--- src/rtl/fwd_unit.sv ---
module fwd_unit #(
  parameter int AW = 5,
  parameter int DW = 32
) (
  input  logic [AW-1:0] ex_rs,
  input  logic [AW-1:0] ex_rt,
  input  logic [DW-1:0] ex_a_val,
  input  logic [DW-1:0] ex_b_val,
  input  logic          mem_we,
  input  logic [AW-1:0] mem_rd,
  input  logic [DW-1:0] mem_res,
  input  logic          wb_we,
  input  logic [AW-1:0] wb_rd,
  input  logic [DW-1:0] wb_res,
  input  logic [AW-1:0] dec_ra1,
  input  logic [AW-1:0] dec_ra2,
  input  logic [DW-1:0] rf_q1,
  input  logic [DW-1:0] rf_q2,
  output logic [1:0]    sel_a,
  output logic [1:0]    sel_b,
  output logic [DW-1:0] opnd_a,
  output logic [DW-1:0] opnd_b,
  output logic [DW-1:0] dec_d1,
  output logic [DW-1:0] dec_d2
);
  localparam logic [1:0] SRC_RF  = 2'b00;
  localparam logic [1:0] SRC_MEM = 2'b10;
  localparam logic [1:0] SRC_WB  = 2'b01;

  logic mem_live, wb_live;
  assign mem_live = mem_we && (mem_rd != '0);
  assign wb_live  = wb_we  && (wb_rd  != '0);

  function automatic logic [1:0] pick(input logic [AW-1:0] src);
    if (mem_live && mem_rd == src)     pick = SRC_MEM;
    else if (wb_live && wb_rd == src)  pick = SRC_WB;
    else                               pick = SRC_RF;
  endfunction

  function automatic logic [DW-1:0] route(input logic [1:0] s, input logic [DW-1:0] rf);
    case (s)
      SRC_MEM: route = mem_res;
      SRC_WB:  route = wb_res;
      default: route = rf;
    endcase
  endfunction

  assign sel_a  = pick(ex_rs);
  assign sel_b  = pick(ex_rt);
  assign opnd_a = route(sel_a, ex_a_val);
  assign opnd_b = route(sel_b, ex_b_val);

  assign dec_d1 = (wb_live && wb_rd == dec_ra1) ? wb_res : rf_q1;
  assign dec_d2 = (wb_live && wb_rd == dec_ra2) ? wb_res : rf_q2;

  always_comb begin
    p_mem_sel_valid_r1: assert (sel_a != SRC_MEM || (mem_we && mem_rd == ex_rs && ex_rs != '0));
    p_wb_sel_valid_r2: assert (sel_a != SRC_WB || (wb_we && wb_rd == ex_rs && ex_rs != '0));
    p_younger_wins_r3: assert (!(mem_we && mem_rd == ex_rs && ex_rs != '0) || sel_a == SRC_MEM);
    p_zero_reg_r4: assert (ex_rs != '0 || sel_a == SRC_RF);
    p_b_zero_reg_r5: assert (ex_rt != '0 || sel_b == SRC_RF);
    p_no_code3_r6: assert (sel_a != 2'b11 && sel_b != 2'b11);
    p_opnd_mem_r6: assert (sel_b != SRC_MEM || opnd_b == mem_res);
    p_wt_port1_r7: assert (!(wb_we && wb_rd == dec_ra1 && dec_ra1 != '0) || dec_d1 == wb_res);
    p_rd_zero_r8: assert (dec_ra2 != '0 || dec_d2 == rf_q2);
  end
endmodule

--- config.mk ---
export PLATFORM = sky130hd
export DESIGN_NAME = fwd_unit
export DESIGN_NICKNAME = d
export VERILOG_FILES = /design/src/rtl/fwd_unit.sv
export SDC_FILE = /design/constraint.sdc
export NUM_CORES = 1
export LEC_CHECK = 0
export ABC_AREA = 1
export BUFFER_PORTS_ARGS = -buffer_cell sky130_fd_sc_hd__buf_2
export CAP_MARGIN = 15
export CORE_AREA = 8 8 132 134
export DETAILED_ROUTE_END_ITERATION = 8
export DIE_AREA = 0 0 140 142
export SKIP_LAST_GASP = 1
export SLEW_MARGIN = 40
export SYNTH_ARGS = -nofsm -noshare
export SYNTH_HDL_FRONTEND = slang
export SYNTH_SLANG_ARGS = --single-unit
--- constraint.sdc ---
create_clock -name vclk -period 1.3
set_input_delay 0.065 -clock vclk [all_inputs]
set_output_delay 0.065 -clock vclk [all_outputs]
set_load 0.1 [all_outputs]
==> Word level (Yosys, flattened, before mapping) <==
Index checks and enable logic that the tools add are counted.
{ "classes": {"eq_ne": 10, "n_mux": 8, "n_reduce_logical": 10} }
{ "op_table": {"columns": ["operator", "n"], "rows": [
  ["$pmux 32 s2", 2],
  ["$mux 32", 2],
  ["$eq 5x5->1", 6],
  ["$reduce_bool 5->1", 2],
  ["$logic_and 1x1->1", 8],
  ["$eq 2x1->1 const B", 2],
  ["$eq 2x2->1 const B", 2],
  ["$mux 2", 2],
  ["$mux 1", 2]
]} }
{ "word_totals": {"reg_bits": 0} }

==> Longest topological paths before layout <==
Gate-level depths: netlist of run 1.
{ "depth": {"ltp_word": 7, "mapped_depth": 10} }

==> Least setup slack after synthesis of run 1 <==
No wires, ideal clock.
{ "synth_path": {"path_type": "input to output", "from": "input wb_rd[0]", "to": "output dec_d2[10]", "arrival_ns": 2.271, "slack_ns": -1.036, "stages": 7, "path_buffers": 2, "cell_sequence": "buf_4 > xnor2_1 > nand2_1 > nor2_1 > nand4_4 > buf_2 > o21ai_1"} }
{ "synth_between": {"elab_chain_cells": 4, "elab_cells_between_ends": 5} }
{ "synth_rtl": {"columns": ["element", "line", "source"], "rows": [
  ["from (decl)", "13", "input logic [AW-1:0] wb_rd,"],
  ["$reduce_bool 5->1", "32", "assign wb_live = wb_we && (wb_rd != '0);"],
  ["$logic_and 1x1->1", "32", null],
  ["$logic_and 1x1->1 *", "54", "assign dec_d2 = (wb_live && wb_rd == dec_ra2) ? wb_res : rf_q2;"],
  ["$mux 32 *", "54", null],
  ["to (decl)", "24", "output logic [DW-1:0] dec_d2"]
]} }
Mark *: on every way between the ends. The rest lies on a longest branch, timed or not.

==> Final worst setup path of run 1 <==
{ "layout_path": {"from": "input mem_rd[1]", "to": "output opnd_a[22]"} }
{ "layout_between": {"elab_chain_cells": 6, "elab_cells_between_ends": 8} }
{ "layout_rtl": {"columns": ["element", "line", "source"], "rows": [
  ["from (decl)", "10", "input logic [AW-1:0] mem_rd,"],
  ["$reduce_bool 5->1", "31", "assign mem_live = mem_we && (mem_rd != '0);"],
  ["$logic_and 1x1->1", "31", null],
  ["$logic_and 1x1->1 *", "35", "if (mem_live && mem_rd == src) pick = SRC_MEM;"],
  ["$mux 2 *", "35", null],
  ["$eq 2x1->1 / $eq 2x2->1 (equally long branches)", "41", "case (s)"],
  ["$pmux 32 s2 *", "41", null],
  ["to (decl)", "21", "output logic [DW-1:0] opnd_a,"]
]} }
Marks and branches as above.

==> results of run 1 <==
[cells by family (layout without fill, tap and decap cells)]
group | after synthesis | in the layout
AO/OA/AOI/OAI | 64 | 64
XOR/XNOR | 21 | 21
buffers and inverters | 97 | 499
other | 0 | 1
AND/OR/NAND/NOR | 390 | 390
[layout make-up]
cell class                 count  area (um2)  area share, %
antenna                        1        2.50         0.0230
inverter                      49         229           2.10
multi-input combinational    475        4890           44.9
tap                          192         240           2.21
timing repair buffer         450        5530           50.8
[stage by stage]
step	instance area [um2]	hold WS (ps)	util [%]	TNS (ps)
after floorplan	4630	419	-	-15690
after global placement	8830	518	57.3	-29790
after detailed placement	8830	520	57.3	-31870
after CTS	9880	512	64.1	-24660
after global routing	10900	527	70.6	-32410
final	10900	504	70.6	-24950
[critical path, delay by kind of cell]
| kind | cells | cell delay [ps] |
|---|---|---|
| buffers and inverters | 5 | 640 |
| AND/OR/NAND/NOR | 7 | 800 |
[synth_stat cells]
cell type    n
nand3_1    195
nor2b_1      1
nand3_2      2
buf_6        5
o21ai_1     64
buf_2       23
nand3b_1     1
xnor2_1     13
inv_2        3
nor2_2       1
inv_1       43
nor2_1      15
buf_4       16
xor2_1       8
nand4_4      2
nand3_4      1
nand4_2      1
clkinv_1     2
nand2_4      1
nor2_8       1
nor2_4       2
clkbuf_1     4
inv_4        1
nand2_1    167
[per-layer routing]
| metal | global-route usage (%) | vias up | part of all wire [%] |
|---|---|---|---|
| met5 | 0 | - | 0 |
| met4 | 6.51 | 0 | 3.2 |
| met3 | 6.04 | 58 | 7.3 |
| met2 | 45.9 | 298 | 53 |
| met1 | 26.2 | 2889 | 36 |
| li1 | - | 2723 | - |
[worst max-delay path by stage]
stage | start | to | slack (ps) | cells after the start
finish | mem_rd[1] | opnd_a[22] | -320 | 12
floorplan | wb_rd[1] | dec_d1[10] | -260 | 7
global route | mem_rd[1] | opnd_a[12] | -340 | 13
detailed placement | wb_rd[1] | opnd_a[12] | -330 | 12
global placement | wb_rd[0] | opnd_b[31] | -290 | 12
CTS | wb_rd[0] | opnd_a[25] | -270 | 13
[what timing repair did]
| item | 4_1_cts | 5_1_grt |
|---|---|---|
| endpoints found under the setup margin | 132 | 132 |
| gates resized for setup | 112 | 155 |
| pin swaps | 22 | 47 |
| buffers inserted | 15 | 6 |
| gates cloned | 15 | 14 |
[where the power goes]
group          switching (uW)  internal [uW]
sequential                  0              0
clock                       0       0.000103
combinational            3470           2030
==> flow_summary.json, run 1 <==
{
  "grt_max_degree": 33,
  "ctsHoldBuffers": 0,
  "hold_depth": 4,
  "start_util_pct": 18.3,
  "stdcell_count": 1167,
  "leakagePower_uw": 0.00518,
  "crit_top_cell": "nand2_1",
  "setup_viol": 132,
  "seqCellArea_um2": 0,
  "critPathSlowestCell": "buf_12",
  "grt_pass1_vias": 6369,
  "pin_count": 356,
  "flops_and_latches": 0,
  "fp.dieArea_um2": 19900,
  "min_period_over_period_pct": 125,
  "finalPower_uw": 5500,
  "hold_start": "rf_q2[9]",
  "slew_headroom_pct": 81.8,
  "syn_area_per_cell_um2": 4.93,
  "fin_nets": 1200,
  "synth_simple_gate_area_share_pct": 64.7,
  "synthesis.area_um2": 2820,
  "synth_top_area_share_pct": 34.6,
  "max_stage_delay_ps": 220,
  "final-max-slew-violation-count": 0,
  "wl_mm": 27.4,
  "cp_cell_sequence": "buf_8 -> clkinv_4 -> buf_4 -> nand2_1 -> nand2_1 -> nand2_1 -> nor2_2 -> nand3_4 -> buf_12 -> nand3_1 -> nand3_4 -> buf_12",
  "antenna_found_initial": 1,
  "fp-row-count": 46,
  "period_minus_slack_ps": 1620,
  "required_ps": 1240,
  "vias": 5968,
  "synth_area_leaders": "nand3_1 35%, nand2_1 22%, o21ai_1 11%, inv_1 5.7%, buf_4 4.3%",
  "grt_pass1_wl_mm": 37.7,
  "ant_nets": 0,
  "die_x_um": 140,
  "synth_compound_area_share_pct": 11.3,
  "fin_ws_ps": -320,
  "final_common_cell": "buf_2",
  "die_y_um": 142,
  "worst_pin_slew_ps": 271,
  "synthMuxAreaShare_pct": 0,
  "dpl.hpwl_mm": 18.6,
  "drive_gt1_share_pct": 75.3,
  "gr-total-overflow": 0,
  "critPathMaxFanout": 32,
  "start_kind": "input pin",
  "synth-seq-area-share_pct": 0,
  "gp_congestion": 0.823,
  "core-area_um2": 15400,
  "netlist_instances": 572,
  "grt_use_total_pct": 24.2,
  "drtIter0Drc": 204,
  "end_kind": "primary output",
  "synth_top_family_by_area": "simple AND/OR/NAND/NOR gates",
  "outcome": "finished, violations left",
  "n_clock_buffer": 0,
  "peakVddDrop_mv": 0.317,
  "grt_setup_unrepaired": "true",
  "placed_cells": 1119,
  "power_density_nw_per_um2": 505,
  "fillCellCount": 1075,
  "hold_viol_final": 0,
  "detail_route.wl_per_cell_um": 23.5,
  "violations": "setup timing",
  "area_delta_synth_final_pct": 286,
  "drt_first_pass_iters": 4,
  "min_to": "dec_d2[9]",
  "final_cell_mix": "207 x buf_2, 166 x buf_12, 122 x nand2_1, 106 x nand3_4, 64 x o21ai_4",
  "drc_errors": 0,
  "yosys_warnings": 0,
  "hp-class": "input pin to primary output",
  "maxCapViolations": 0,
  "worstPathArrival_ps": 1550,
  "port_buffers": 356,
  "yosysTopAreaCell": "nand3_1",
  "synth_xor_area_share_pct": 6.52,
  "synth_cell_types": 24,
  "fmax_mhz": 617,
  "synth_nets": 796,
  "vias_per_cell": 5.11,
  "critPathKind": "input pin to primary output",
  "place_ws_ps": -329,
  "synthAdderAreaFrac_pct": 0
}
No activity file was read; power rests on OpenSTA's default activity.
==> run 2: changes to the inputs <==
--- a/config.mk
+++ b/config.mk
@@ -8,7 +8,7 @@
 export ABC_AREA = 1
 export BUFFER_PORTS_ARGS = -buffer_cell sky130_fd_sc_hd__buf_2
 export CAP_MARGIN = 15
-export CORE_AREA = 8 8 132 134
+export CORE_AREA = 2 2 138 140
 export DETAILED_ROUTE_END_ITERATION = 8
 export DIE_AREA = 0 0 140 142
 export SKIP_LAST_GASP = 1
==> run 2 against run 1 <==
Compared with the run above:
- global-route usage decreased by 1.5 points
- critical path type unchanged
- die area unchanged
- sequential share of layout area unchanged
- critical endpoint is now opnd_b[0]
- non-clock buffer count increased by 6
- design area increased by 8.7%
- combinational power increased by 3%
- largest power group unchanged
- the run ends with DRC, setup timing left
- first-iteration DRC count increased by 22%
- clock-buffer cell count unchanged
- power increased by 2.7%
- worst hold slack got worse by 2.3 ps
- sequential cell count unchanged
- maximum frequency increased by 3.0%
==> flow_summary.json, run 2 (synthesis gave the netlist of run 1 again) <==
{
  "outcome": "finished, violations left",
  "violations": "DRC, setup timing",
  "hold_viol_final": 0,
  "flops_and_latches": 0,
  "maxCapViolations": 0,
  "drc_errors": 25,
  "final-max-slew-violation-count": 0,
  "antenna_found_initial": 5,
  "die_y_um": 142,
  "area_delta_synth_final_pct": 320,
  "hold_start": "rf_q2[13]",
  "vias": 6021,
  "setup_viol": 132,
  "grt_max_degree": 33,
  "period_minus_slack_ps": 1570,
  "critPathKind": "input pin to primary output",
  "fp.dieArea_um2": 19900,
  "cp_cell_sequence": "buf_8 -> xnor2_2 -> nand2_1 -> nor2_2 -> nand3_4 -> buf_12 -> clkbuf_16 -> nand3_1 -> nand3_4 -> buf_12",
  "leakagePower_uw": 0.00526,
  "gp_congestion": 0.821,
  "fin_ws_ps": -272,
  "drt_first_pass_iters": 9,
  "grt_setup_unrepaired": "true",
  "worst_pin_slew_ps": 261,
  "die_x_um": 140,
  "start_kind": "input pin",
  "slew_headroom_pct": 82.5,
  "end_kind": "primary output",
  "grt_use_total_pct": 22.7,
  "final_cell_mix": "204 x buf_2, 165 x buf_12, 138 x nand3_4, 94 x nand2_1, 64 x o21ai_4",
  "worstPathArrival_ps": 1510,
  "power_density_nw_per_um2": 477,
  "fin_nets": 1206,
  "required_ps": 1240,
  "ant_nets": 0,
  "final_common_cell": "buf_2",
  "hp-class": "input pin to primary output",
  "hold_ws_ps": 501,
  "fp-row-count": 50,
  "fmax_mhz": 636,
  "vias_per_cell": 4.94,
  "cp-startpoint": "mem_rd[0]",
  "gr-total-overflow": 0,
  "cp.buffers_inverters": 4,
  "grt_pass1_wl_mm": 35.3,
  "critPathSlowestCell": "nand3_4",
  "port_buffers": 356,
  "peakVddDrop_mv": 0.315,
  "hold_depth": 4,
  "finalPower_uw": 5650,
  "min_period_over_period_pct": 121,
  "grt_pass1_vias": 6041,
  "seqCellArea_um2": 0,
  "multiInputGateArea_um2": 5460,
  "start_util_pct": 15.3,
  "max_stage_delay_ps": 210,
  "pin_count": 356,
  "n_clock_buffer": 0,
  "dpl.hpwl_mm": 16.6,
  "wl_mm": 27.2,
  "min_to": "dec_d2[13]",
  "drtIter0Drc": 248,
  "core-area_um2": 18500,
  "critPathMaxFanout": 8,
  "drive_gt1_share_pct": 82.7,
  "critPathTopFamily": "buffers and inverters",
  "detail_route.wl_per_cell_um": 22.3,
  "fillCellCount": 1345
}
## run 2: changes by cell type in the layout (fill, tap and decap cells not counted), sizes merged
cell / change
buf: +3
clkbuf: +3
clkinv: -2
diode: +4
inv: +2
## run 2: report_power, final
part / total, uW / internal [uW] / switching (uW)
combinational: 5650 / 2130 / 3510
sequential: 0 / 0 / 0
clock: 0.000517 / 0.000517 / 0
## run 2: stage by stage
stage / setup TNS [ps] / util [%] / cell area [um2] / worst slack, ps / instances
2_1_floorplan: -15690 / - / 4630 / -265 / 572
3_3_place_gp: -26760 / 47.6 / 8780 / -259 / 1150
3_5_place_dp: -29750 / 47.6 / 8780 / -294 / 1150
4_1_cts: -29350 / 55.0 / 10100 / -280 / 1185
5_1_grt: -37230 / 64.2 / 11800 / -366 / 1219
6_report: -28020 / 64.2 / 11800 / -272 / 1219
## run 2: how the worst max path moves through the flow
| stage | to | cells past startpoint |
|---|---|---|
| 6_report | opnd_b[0] | 10 |
| 5_1_grt | opnd_a[11] | 13 |
| 4_1_cts | dec_d2[0] | 10 |
| 3_5_place_dp | dec_d2[20] | 10 |
| 3_3_place_gp | dec_d1[14] | 10 |
| 2_1_floorplan | dec_d1[10] | 7 |
## run 2: area by class of cell
type	count	share of cell area (%)
Timing Repair Buffer	456	49.4
Multi-Input combinational cell	475	46.1
Tap cell	234	2.47
Inverter	49	1.97
Antenna cell	5	0.106
## run 2: what timing repair did
action,CTS,global route
setup buffers,15,15
hold buffers,0,0
endpoints found under the setup margin,132,132
pin swaps,28,72
resized for setup,146,261
cloned,20,17
## run 2: layer usage
metal / routed length [um] / vias up / global-route usage [%]
li1: - / 2753 / -
met2: 14500 / 310 / 43.3
met1: 10300 / 2911 / 26.0
met3: 1640 / 47 / 3.33
met4: 772 / 0 / 7.07
met5: 0 / - / 0
==> run 3: changes to the inputs <==
--- a/config.mk
+++ b/config.mk
@@ -11,6 +11,7 @@
 export CORE_AREA = 2 2 138 140
 export DETAILED_ROUTE_END_ITERATION = 8
 export DIE_AREA = 0 0 140 142
+export SETUP_SLACK_MARGIN = 0.4
 export SKIP_LAST_GASP = 1
 export SLEW_MARGIN = 40
 export SYNTH_ARGS = -nofsm -noshare
==> run 3 against run 2 <==
Compared with the run above:
- the flow still finishes with violations (DRC, setup timing)
- global-route usage is 0.70 points higher
- sequential cell count stayed put
- utilization grew 2.1 points
- power increased by 0.77%
- design area up 3.3%
- combinational power rose by 0.7%
- non-clock buffer count grew 28
- via count decreased by 1.6%
- first-iteration DRC count decreased by 11%
- clock-buffer cell count unchanged
- sequential share of layout area unchanged
- final cell count increased by 2.0%
- critical path type unchanged
- largest power group unchanged
==> flow_summary.json, run 3 (synthesis gave the netlist of run 1 again) <==
{
  "outcome": "finished, violations left",
  "setup_viol": 132,
  "detail_route.wl_per_cell_um": 20.5,
  "hp-class": "input pin to primary output",
  "grt_max_degree": 18,
  "worstPathArrival_ps": 1510,
  "fillCellCount": 1335,
  "ctsHoldBuffers": 0,
  "flops_and_latches": 0,
  "peakVddDrop_mv": 0.354,
  "final_area_um2": 12200,
  "maxCapViolations": 0,
  "grt_use_met2_pct": 44.2,
  "start_kind": "input pin",
  "final_cell_mix": "208 x buf_2, 166 x buf_12, 163 x nand3_4, 99 x nand2_1, 64 x o21ai_4",
  "fmax_mhz": 634,
  "min_period_over_period_pct": 121,
  "drt_first_pass_iters": 9,
  "fin_ws_ps": -277,
  "die_x_um": 140,
  "required_ps": 1240,
  "clockPowerShare_pct": 0,
  "start_util_pct": 15.3,
  "leakagePower_uw": 0.00546,
  "pwr-share-seq_pct": 0,
  "grt_setup_unrepaired": "true",
  "fp.dieArea_um2": 19900,
  "internal_power_uw": 2180,
  "critPathMaxFanout": 11,
  "port_buffers": 356,
  "comb_power_share_pct": 100.0,
  "final_common_cell": "buf_2",
  "dpl.hpwl_mm": 17.5,
  "power_density_nw_per_um2": 465,
  "vias_per_cell": 4.77,
  "fp-row-count": 50,
  "gp_congestion": 0.821,
  "gr-total-overflow": 0,
  "core-area_um2": 18500,
  "period_minus_slack_ps": 1580,
  "wl_mm": 25.5,
  "grt_pass1_wl_mm": 36.1,
  "finalSetupTns_ps": -28060,
  "drtIter0Drc": 221,
  "grt_pass1_vias": 6039,
  "ant_nets": 0,
  "switching_share_pct": 61.8,
  "drive_gt1_share_pct": 84.3,
  "n_clock_buffer": 0,
  "met3_usage_pct": 3.43,
  "fin_nets": 1234,
  "critPathKind": "input pin to primary output",
  "final-max-slew-violation-count": 0,
  "pin_count": 356,
  "slew_headroom_pct": 79.7,
  "vias": 5924,
  "placedInstanceArea_um2": 10100,
  "grt_use_total_pct": 23.4,
  "violations": "DRC, setup timing",
  "met1_usage_pct": 28.5,
  "area_delta_synth_final_pct": 333,
  "end_kind": "primary output",
  "power_switching_uw": 3520,
  "drc_errors": 25,
  "grt.busiest_layer": "met2",
  "die_y_um": 142,
  "seqCellArea_um2": 0,
  "antenna_found_initial": 1,
  "worst_pin_slew_ps": 305,
  "hold_viol_final": 0
}
[run 3: cell types whose count changed in the layout (fill, tap and decap cells not counted), moves of 7 or more]
cell,before,now
nand3_1,28,4
nand2_4,33,12
nand2_2,41,57
buf_16,23,30
buf_4,16,35
nand3_4,138,163
[run 3: what timing repair did]
| item | CTS | global route |
|---|---|---|
| buffers inserted | 26 | 9 |
| gates cloned | 25 | 10 |
| hold endpoints to repair | 0 | 0 |
| pin swaps | 36 | 21 |
| endpoints found under the setup margin | 132 | 132 |
| gates resized for setup | 162 | 64 |
[run 3: through the flow]
step	hold slack [ps]	power, uW	worst slack, ps	utilization, %	cells
after floorplan	419	3330	-264	-	572
after global placement	517	5280	-366	54.8	1172
after detailed placement	520	5310	-397	54.8	1172
after CTS	501	5600	-283	63.2	1223
after global routing	512	5870	-341	66.3	1243
final	499	5690	-277	66.3	1243
[run 3: layer usage]
metal,share of wire [%],routed length [um],vias to the layer above
met2,54,13700,224
met4,1.5,386,0
met1,39,9950,2860
met5,0,0,-
met3,5.8,1480,30
li1,-,-,2810
[run 3: area by class of cell]
class / instances / area (um2) / share of cell area (%)
antenna: 1 / 2.50 / 0.0205
inverter: 49 / 220 / 1.80
multi-input combinational: 475 / 5600 / 45.8
tap: 234 / 293 / 2.39
timing repair buffer: 484 / 6120 / 50.0
[run 3: path summary, 6_finish.rpt]
path	startpoint	end	slack [ps]	cells past startpoint
max	mem_rd[4]	opnd_b[13]	-280	11
min	rf_q2[10]	dec_d2[10]	500	4
[run 3: critical path, cell delays in order]
cell     delay (ps)
buf_6           100
buf_6           100
xor2_1          150
nor2_1          180
nand3_4         100
buf_6           130
buf_12          150
buf_16          180
nand3_4          90
nand3_4          80
buf_12          160
[run 3: power by group through the flow]
stage	clock network, uW	logic, uW	registers, uW
after floorplan	0	3330	0
after detailed placement	0	5310	0
after CTS	0	5600	0
after global placement	0	5280	0
after global routing	0.000103	5870	0
final	0.000103	5690	0
